<file path="src/rtl/sfr_pkg.sv">
package sfr_pkg;
    typedef enum logic [2:0] {
        ST_IDLE,
        ST_CMD,
        ST_DATA,
        ST_FINISH,
        ST_GAP
    } sfr_state_e;

    localparam logic [7:0] FAST_READ_OP = 8'h0B;
    localparam int         DUMMY_BITS   = 8;
    localparam int         GAP_CYCLES   = 2;
endpackage

</file>
<file path="src/rtl/sfr_tx_shift.sv">
// Parallel-load shift register feeding the serial output, MSB first.
module sfr_tx_shift #(
    parameter int W = 40
) (
    input  logic         clk,
    input  logic         rst_n,
    input  logic         load,
    input  logic         shift,
    input  logic [W-1:0] load_val,
    output logic         bit_o
);
    logic [W-1:0] sr_q;

    always_ff @(posedge clk or negedge rst_n) begin
        if (!rst_n)      sr_q <= '0;
        else if (load)   sr_q <= load_val;
        else if (shift)  sr_q <= {sr_q[W-2:0], 1'b0};
    end

    assign bit_o = sr_q[W-1];
endmodule

</file>
<file path="src/rtl/sfr_rx_shift.sv">
// Serial-in byte assembler; byte_next is the byte including the bit now sampled.
module sfr_rx_shift (
    input  logic       clk,
    input  logic       rst_n,
    input  logic       en,
    input  logic       bit_i,
    output logic [7:0] byte_next
);
    logic [6:0] sr_q;

    always_ff @(posedge clk or negedge rst_n) begin
        if (!rst_n)   sr_q <= '0;
        else if (en)  sr_q <= {sr_q[5:0], bit_i};
    end

    assign byte_next = {sr_q, bit_i};
endmodule

</file>
<file path="src/rtl/sflash_fastread_ctrl.sv">
module sflash_fastread_ctrl
    import sfr_pkg::*;
#(
    parameter bit WIDE_ADDR = 1'b0,
    localparam int ADDR_W = WIDE_ADDR ? 32 : 24
) (
    input  logic              clk,
    input  logic              rst_n,
    input  logic              start_i,
    input  logic              rden_i,
    input  logic [ADDR_W-1:0] addr_i,
    output logic              busy_o,
    output logic              valid_o,
    output logic [7:0]        data_o,
    output logic [ADDR_W-1:0] rd_addr_o,
    output logic              cs_n_o,
    output logic              sck_o,
    output logic              mosi_o,
    input  logic              miso_i
);
    localparam int CMD_BITS = 8 + ADDR_W + DUMMY_BITS;
    localparam int CNT_W    = $clog2(CMD_BITS);
    localparam logic [CNT_W-1:0] CMD_LAST  = CNT_W'(CMD_BITS - 1);
    localparam logic [CNT_W-1:0] BIT_LAST  = CNT_W'(7);
    localparam logic [CNT_W-1:0] GAP_LAST  = CNT_W'(GAP_CYCLES - 1);

    sfr_state_e        state_q, state_d;
    logic [CNT_W-1:0]  cnt_q, cnt_d;
    logic              keep_q, keep_d;
    logic [ADDR_W-1:0] ptr_q, ptr_d;

    logic              accept;
    logic              byte_done;
    logic              link_on_d;
    logic              cs_n_q;
    logic              sck_gate_q;
    logic              valid_q;
    logic [7:0]        data_q;
    logic [ADDR_W-1:0] rd_addr_q;
    logic [7:0]        rx_byte;

    assign accept    = (state_q == ST_IDLE) && start_i && rden_i;
    assign byte_done = (state_q == ST_DATA) && (cnt_q == '0);

    // Next-state logic
    always_comb begin
        state_d = state_q;
        cnt_d   = cnt_q;
        keep_d  = keep_q;
        ptr_d   = ptr_q;
        unique case (state_q)
            ST_IDLE: begin
                if (accept) begin
                    state_d = ST_CMD;
                    cnt_d   = CMD_LAST;
                    keep_d  = 1'b1;
                    ptr_d   = addr_i;
                end
            end
            ST_CMD: begin
                keep_d = keep_q & rden_i;
                if (cnt_q == '0) begin
                    state_d = ST_DATA;
                    cnt_d   = BIT_LAST;
                end else begin
                    cnt_d = cnt_q - 1'b1;
                end
            end
            ST_DATA: begin
                keep_d = keep_q & rden_i;
                if (cnt_q == '0) begin
                    ptr_d = ptr_q + ADDR_W'(1);
                    if (keep_q && rden_i) cnt_d = BIT_LAST;
                    else                  state_d = ST_FINISH;
                end else begin
                    cnt_d = cnt_q - 1'b1;
                end
            end
            ST_FINISH: begin
                state_d = ST_GAP;
                cnt_d   = GAP_LAST;
            end
            ST_GAP: begin
                if (cnt_q == '0) state_d = ST_IDLE;
                else             cnt_d   = cnt_q - 1'b1;
            end
            default: state_d = ST_IDLE;
        endcase
    end

    // State register
    always_ff @(posedge clk or negedge rst_n) begin
        if (!rst_n) begin
            state_q <= ST_IDLE;
            cnt_q   <= '0;
            keep_q  <= 1'b0;
            ptr_q   <= '0;
        end else begin
            state_q <= state_d;
            cnt_q   <= cnt_d;
            keep_q  <= keep_d;
            ptr_q   <= ptr_d;
        end
    end

    // Registered outputs
    assign link_on_d = (state_d == ST_CMD) || (state_d == ST_DATA);

    always_ff @(posedge clk or negedge rst_n) begin
        if (!rst_n) begin
            cs_n_q     <= 1'b1;
            sck_gate_q <= 1'b0;
            valid_q    <= 1'b0;
            data_q     <= '0;
            rd_addr_q  <= '0;
        end else begin
            cs_n_q     <= !link_on_d;
            sck_gate_q <= link_on_d;
            valid_q    <= byte_done;
            if (byte_done) begin
                data_q    <= rx_byte;
                rd_addr_q <= ptr_q;
            end
        end
    end

    sfr_tx_shift #(.W(CMD_BITS)) u_tx (
        .clk      (clk),
        .rst_n    (rst_n),
        .load     (accept),
        .shift    (state_q == ST_CMD),
        .load_val ({FAST_READ_OP, addr_i, {DUMMY_BITS{1'b0}}}),
        .bit_o    (mosi_o)
    );

    sfr_rx_shift u_rx (
        .clk       (clk),
        .rst_n     (rst_n),
        .en        (state_q == ST_DATA),
        .bit_i     (miso_i),
        .byte_next (rx_byte)
    );

    assign busy_o    = (state_q == ST_CMD) || (state_q == ST_DATA) || (state_q == ST_FINISH);
    assign valid_o   = valid_q;
    assign data_o    = data_q;
    assign rd_addr_o = rd_addr_q;
    assign cs_n_o    = cs_n_q;
    // Serial clock rises mid-bit; the gate only changes while clk is high.
    assign sck_o     = sck_gate_q & ~clk;
endmodule

</file>
<file path="config.mk">
export PLATFORM = sky130hd
export DESIGN_NAME = sflash_fastread_ctrl
export DESIGN_NICKNAME = d
export VERILOG_FILES = /design/src/rtl/sfr_pkg.sv /design/src/rtl/sfr_tx_shift.sv /design/src/rtl/sfr_rx_shift.sv /design/src/rtl/sflash_fastread_ctrl.sv
export SDC_FILE = /design/constraint.sdc
export NUM_CORES = 1
export LEC_CHECK = 0
export ABC_CLOCK_PERIOD_IN_PS = 1800
export CAP_MARGIN = 30
export CORE_MARGIN = 4
export CORE_UTILIZATION = 55
export DETAILED_ROUTE_END_ITERATION = 10
export DONT_BUFFER_PORTS = 1
export PLACE_DENSITY = 0.84
export SLEW_MARGIN = 20
export SYNTH_ARGS = -nofsm -noshare
export SYNTH_HDL_FRONTEND = slang
export SYNTH_SLANG_ARGS = --single-unit
</file>
<file path="constraint.sdc">
create_clock -name clk -period 1.8 [get_ports clk]
set_input_delay 0.27 -clock clk [delete_from_list [all_inputs] [get_ports clk]]
set_output_delay 0.27 -clock clk [all_outputs]
set_load 0.005 [all_outputs]
</file>
==> results.toml <==
[status]
status = "finished, violations left"
violations_in_the_final_reports = "hold timing, setup timing"

[timing]
worst-slew-pin-transition_ns = 0.3425
unrepaired_setup_endpoints_after_global_routing = "true"
fmaxAchievable_mhz = 554.8
finalCritPeriodShare = 1.001
fin_hold_ws_ns = -0.5192
report.final.setup_viol = 1
final.setup_skew_ns = 0.01083
drv_slew = 0
slew_headroom = 0.7697
final.setup.worst_slack_ns = -0.002601
hold_viol = 108
min_period_ns = 1.803

[drt]
drt_pre_antenna_iters = 7
vias_per_cell = 6.218
wirelength_um = 13420
post-route-drc-count = 0
drtIter0Drc = 588
wl_per_cell_um = 18.09
vias = 4614
antenna_left = 0

[worst_setup_path]
criticalPathCategory = "flip-flop to flip-flop"
worst_ep_required_time_ns = 2.15
crit_slowest_cell = "sky130_fd_sc_hd__dfrtp_1"
rr_endpoint = "ptr_q[9]"
setup.worst_path.start_class = "flip-flop"
critical_path.reg2reg.startpoint = "ptr_q[0]"
crit_path_cell_trace = "buf_4 > nand4_1 > nor3_2 > buf_4 > nor2_1 > o21ai_0 > o21ai_0"
r2r_slack_ns = -0.003
critical_path.n_buffers_inverters = 2
r2r.worst_path.cells = 7
crit_arrival_ns = 2.16
setup.worst_path.end_class = "flip-flop"
crit_path_max_incr_delay_ns = 0.42
crit_path_max_fanout = 5
cp_top_family = "simple AND/OR/NAND/NOR gates"

[synth]
ys_async_sr_fraction = 1.000
synth_enable_flop_cells = 0
main_combinational_cell_family_by_area_after_synthesis = "simple AND/OR/NAND/NOR gates"
synth_top_cell_by_area = "sky130_fd_sc_hd__dfrtp_1"
synth_simple_gate_area_frac = 0.2501
syn-num-nets = 603
ys_seq_area_frac = 0.5324
synthDistinctLibCells = 61
post-synth-top-area-fraction = 0.5272
synthesis.area_um2 = 5079
most_instantiated_flip_flop_cell_in_the_synthesis_netlist = "sky130_fd_sc_hd__dfrtp_1"
synth_compound_gate_area_share = 0.1614
post_synth_fa_ha_maj_area_fraction = 0.01158
synthCells = 571
synth_warnings = 0
syn_avg_cell_area_um2 = 8.894
synthesis_stage_register_bit_count = 108
yosys-mux-area-fraction = 0.001971
synthXorXnorAreaFrac = 0.001725
synth.area.top_cells = "sky130_fd_sc_hd__dfrtp_1 53%, sky130_fd_sc_hd__nand2_1 15%, sky130_fd_sc_hd__a22oi_1 4.0%, sky130_fd_sc_hd__a21oi_1 3.4%, sky130_fd_sc_hd__o21ai_0 2.3%"

[global_route]
grt_first_pass_wirelength_um = 21280
initial_antenna_violation_count = 0
grt_pass1_vias = 4330
track_usage = 0.2426
grt_start_max_net_pins = 109
global_route.overflow_total = 0

[place]
numPortBuffers = 0
detailedPlacementHpwl_um = 8573
routabilityCongestion = 0.8660
placed_cells_incl_taps = 692

[die]
floorplan.die.width_um = 104.1
number_of_rows_created_at_floorplan = 34
core_region_area_um2 = 8848
chipHeight_um = 104.1
io_pins = 66
floorplan.initialDensity = 0.5740
die-area_um2 = 10830

[final_layout]
post_layout_nonfiller_instances = 742
layout.cells.most_common = "sky130_fd_sc_hd__nand2_1"
num-nets-final = 661
area.growth.synth_to_final_pct = 19.56
postLayoutCoreUtil = 0.6862
insertedDiodeCount = 0
final_layout_size_suffix_gt1_frac = 0.1640
most-common-layout-cells = "202 x sky130_fd_sc_hd__nand2_1, 104 x sky130_fd_sc_hd__dfrtp_1, 49 x sky130_fd_sc_hd__buf_4"

[pwr]
vdd_drop_max_uv = 375.4
p_per_area_nw_per_um2 = 718.3
power.leakage_nw = 3.022

[clock_tree]
cts_tree = "built"
clock_latency_ns = 0.48
cts.hold.buffers_added = 25
clk_transition_reported_paths_ns = 0.10

[min_path]
min_path_type = "input port to async pin"

[flow_run]
max-cap-violations = 0
## metal layers
metal,vias up,track usage,share of wire
met5,-,0,0
met4,0,0.1216,0.040
met3,61,0.06828,0.092
met2,287,0.3691,0.47
met1,2198,0.3190,0.40
li1,2068,-,-
## worst reg2reg max path, cell delays in order, from the launching register on
cell	delay, ns
sky130_fd_sc_hd__dfrtp_1	0.42
sky130_fd_sc_hd__buf_4	0.15
sky130_fd_sc_hd__nand4_1	0.28
sky130_fd_sc_hd__nor3_2	0.32
sky130_fd_sc_hd__buf_4	0.18
sky130_fd_sc_hd__nor2_1	0.04
sky130_fd_sc_hd__o21ai_0	0.16
sky130_fd_sc_hd__o21ai_0	0.14
## layout make-up
| class | instances | area [um^2] |
|---|---|---|
| Timing Repair Buffer | 78 | 675.6 |
| Multi-Input combinational cell | 419 | 2240 |
| Clock buffer | 14 | 192.7 |
| Fill cell | 645 | 2776 |
| Tap cell | 108 | 135.1 |
| Sequential cell | 108 | 2708 |
| Clock inverter | 5 | 83.83 |
| Inverter | 10 | 37.54 |
## through the flow
stage | hold WS, ns | setup TNS [ns] | worst slack [ns] | power (mW) | area (um^2)
final | -0.5192 | -0.002601 | -0.002601 | 4.362 | 6072
after global routing | -0.5576 | -0.1170 | -0.02996 | 4.511 | 6072
after CTS | -0.5405 | 0 | 0.003588 | 4.376 | 5957
after detailed placement | -0.02163 | 0 | 0.004763 | 2.507 | 5423
after global placement | -0.02230 | 0 | 0.08059 | 2.506 | 5423
after floorplan | -0.02559 | 0 | 0.07607 | 2.504 | 5079
## worst max-delay path by stage
stage,from,to,slack [ns],cells past startpoint
after detailed placement,cnt_q[3],cnt_q[5],0.005,5
final,ptr_q[0],ptr_q[9],-0.003,7
after global routing,ptr_q[0],ptr_q[16],-0.03,7
after global placement,state_q[0],ptr_q[18],0.08,4
after floorplan,cnt_q[2],ptr_q[0],0.08,7
after CTS,cnt_q[3],cnt_q[5],0.004,5
## power breakdown
group	internal, mW	switching (mW)	leakage [nW]
combinational	0.0475	0.0288	1.44
sequential	2.42	0	1.44
clock	1.01	0.852	0.135
## cells by family (layout without fill, tap and decap cells)
group                    Yosys count  count (layout)
AND/OR/NAND/NOR                  286             286
AO/OA/AOI/OAI                    126             126
adder cells (fa/ha/maj)            5               5
multiplexers                       1               1
flip-flops                       108             108
buffers and inverters             44             107
XOR/XNOR                           1               1
## timing repair
action,4_1_cts,5_1_grt
resized for setup,1,23
setup endpoints to repair,1,23
pin swaps,0,5
endpoints found under the hold margin,144,108
buffers inserted,0,6
## sequential cells by signal, summed over array words and instances, names as in the netlist
signal      cells
rd_addr_o      24
valid_o         1
cs_n_o          1
u_rx.sr_q       7
keep_q          1
ptr_q          24
state_q         3
data_o          8
sck_gate_q      1
u_tx.sr_q      32
cnt_q           6
## Yosys cell counts (4+ instances only)
| master | instances |
|---|---|
| sky130_fd_sc_hd__a21oi_1 | 34 |
| sky130_fd_sc_hd__nand2_1 | 202 |
| sky130_fd_sc_hd__a22oi_1 | 27 |
| sky130_fd_sc_hd__o21ai_0 | 23 |
| sky130_fd_sc_hd__clkbuf_1 | 13 |
| sky130_fd_sc_hd__nand3_1 | 16 |
| sky130_fd_sc_hd__nor2_1 | 28 |
| sky130_fd_sc_hd__o22ai_1 | 7 |
| sky130_fd_sc_hd__dfrtp_1 | 107 |
| sky130_fd_sc_hd__buf_2 | 12 |
| sky130_fd_sc_hd__nand4_1 | 7 |
| sky130_fd_sc_hd__a31oi_1 | 4 |
| sky130_fd_sc_hd__inv_1 | 9 |
| sky130_fd_sc_hd__nor3_1 | 6 |
| sky130_fd_sc_hd__o22a_1 | 5 |
No activity file was read; power rests on OpenSTA's default activity.
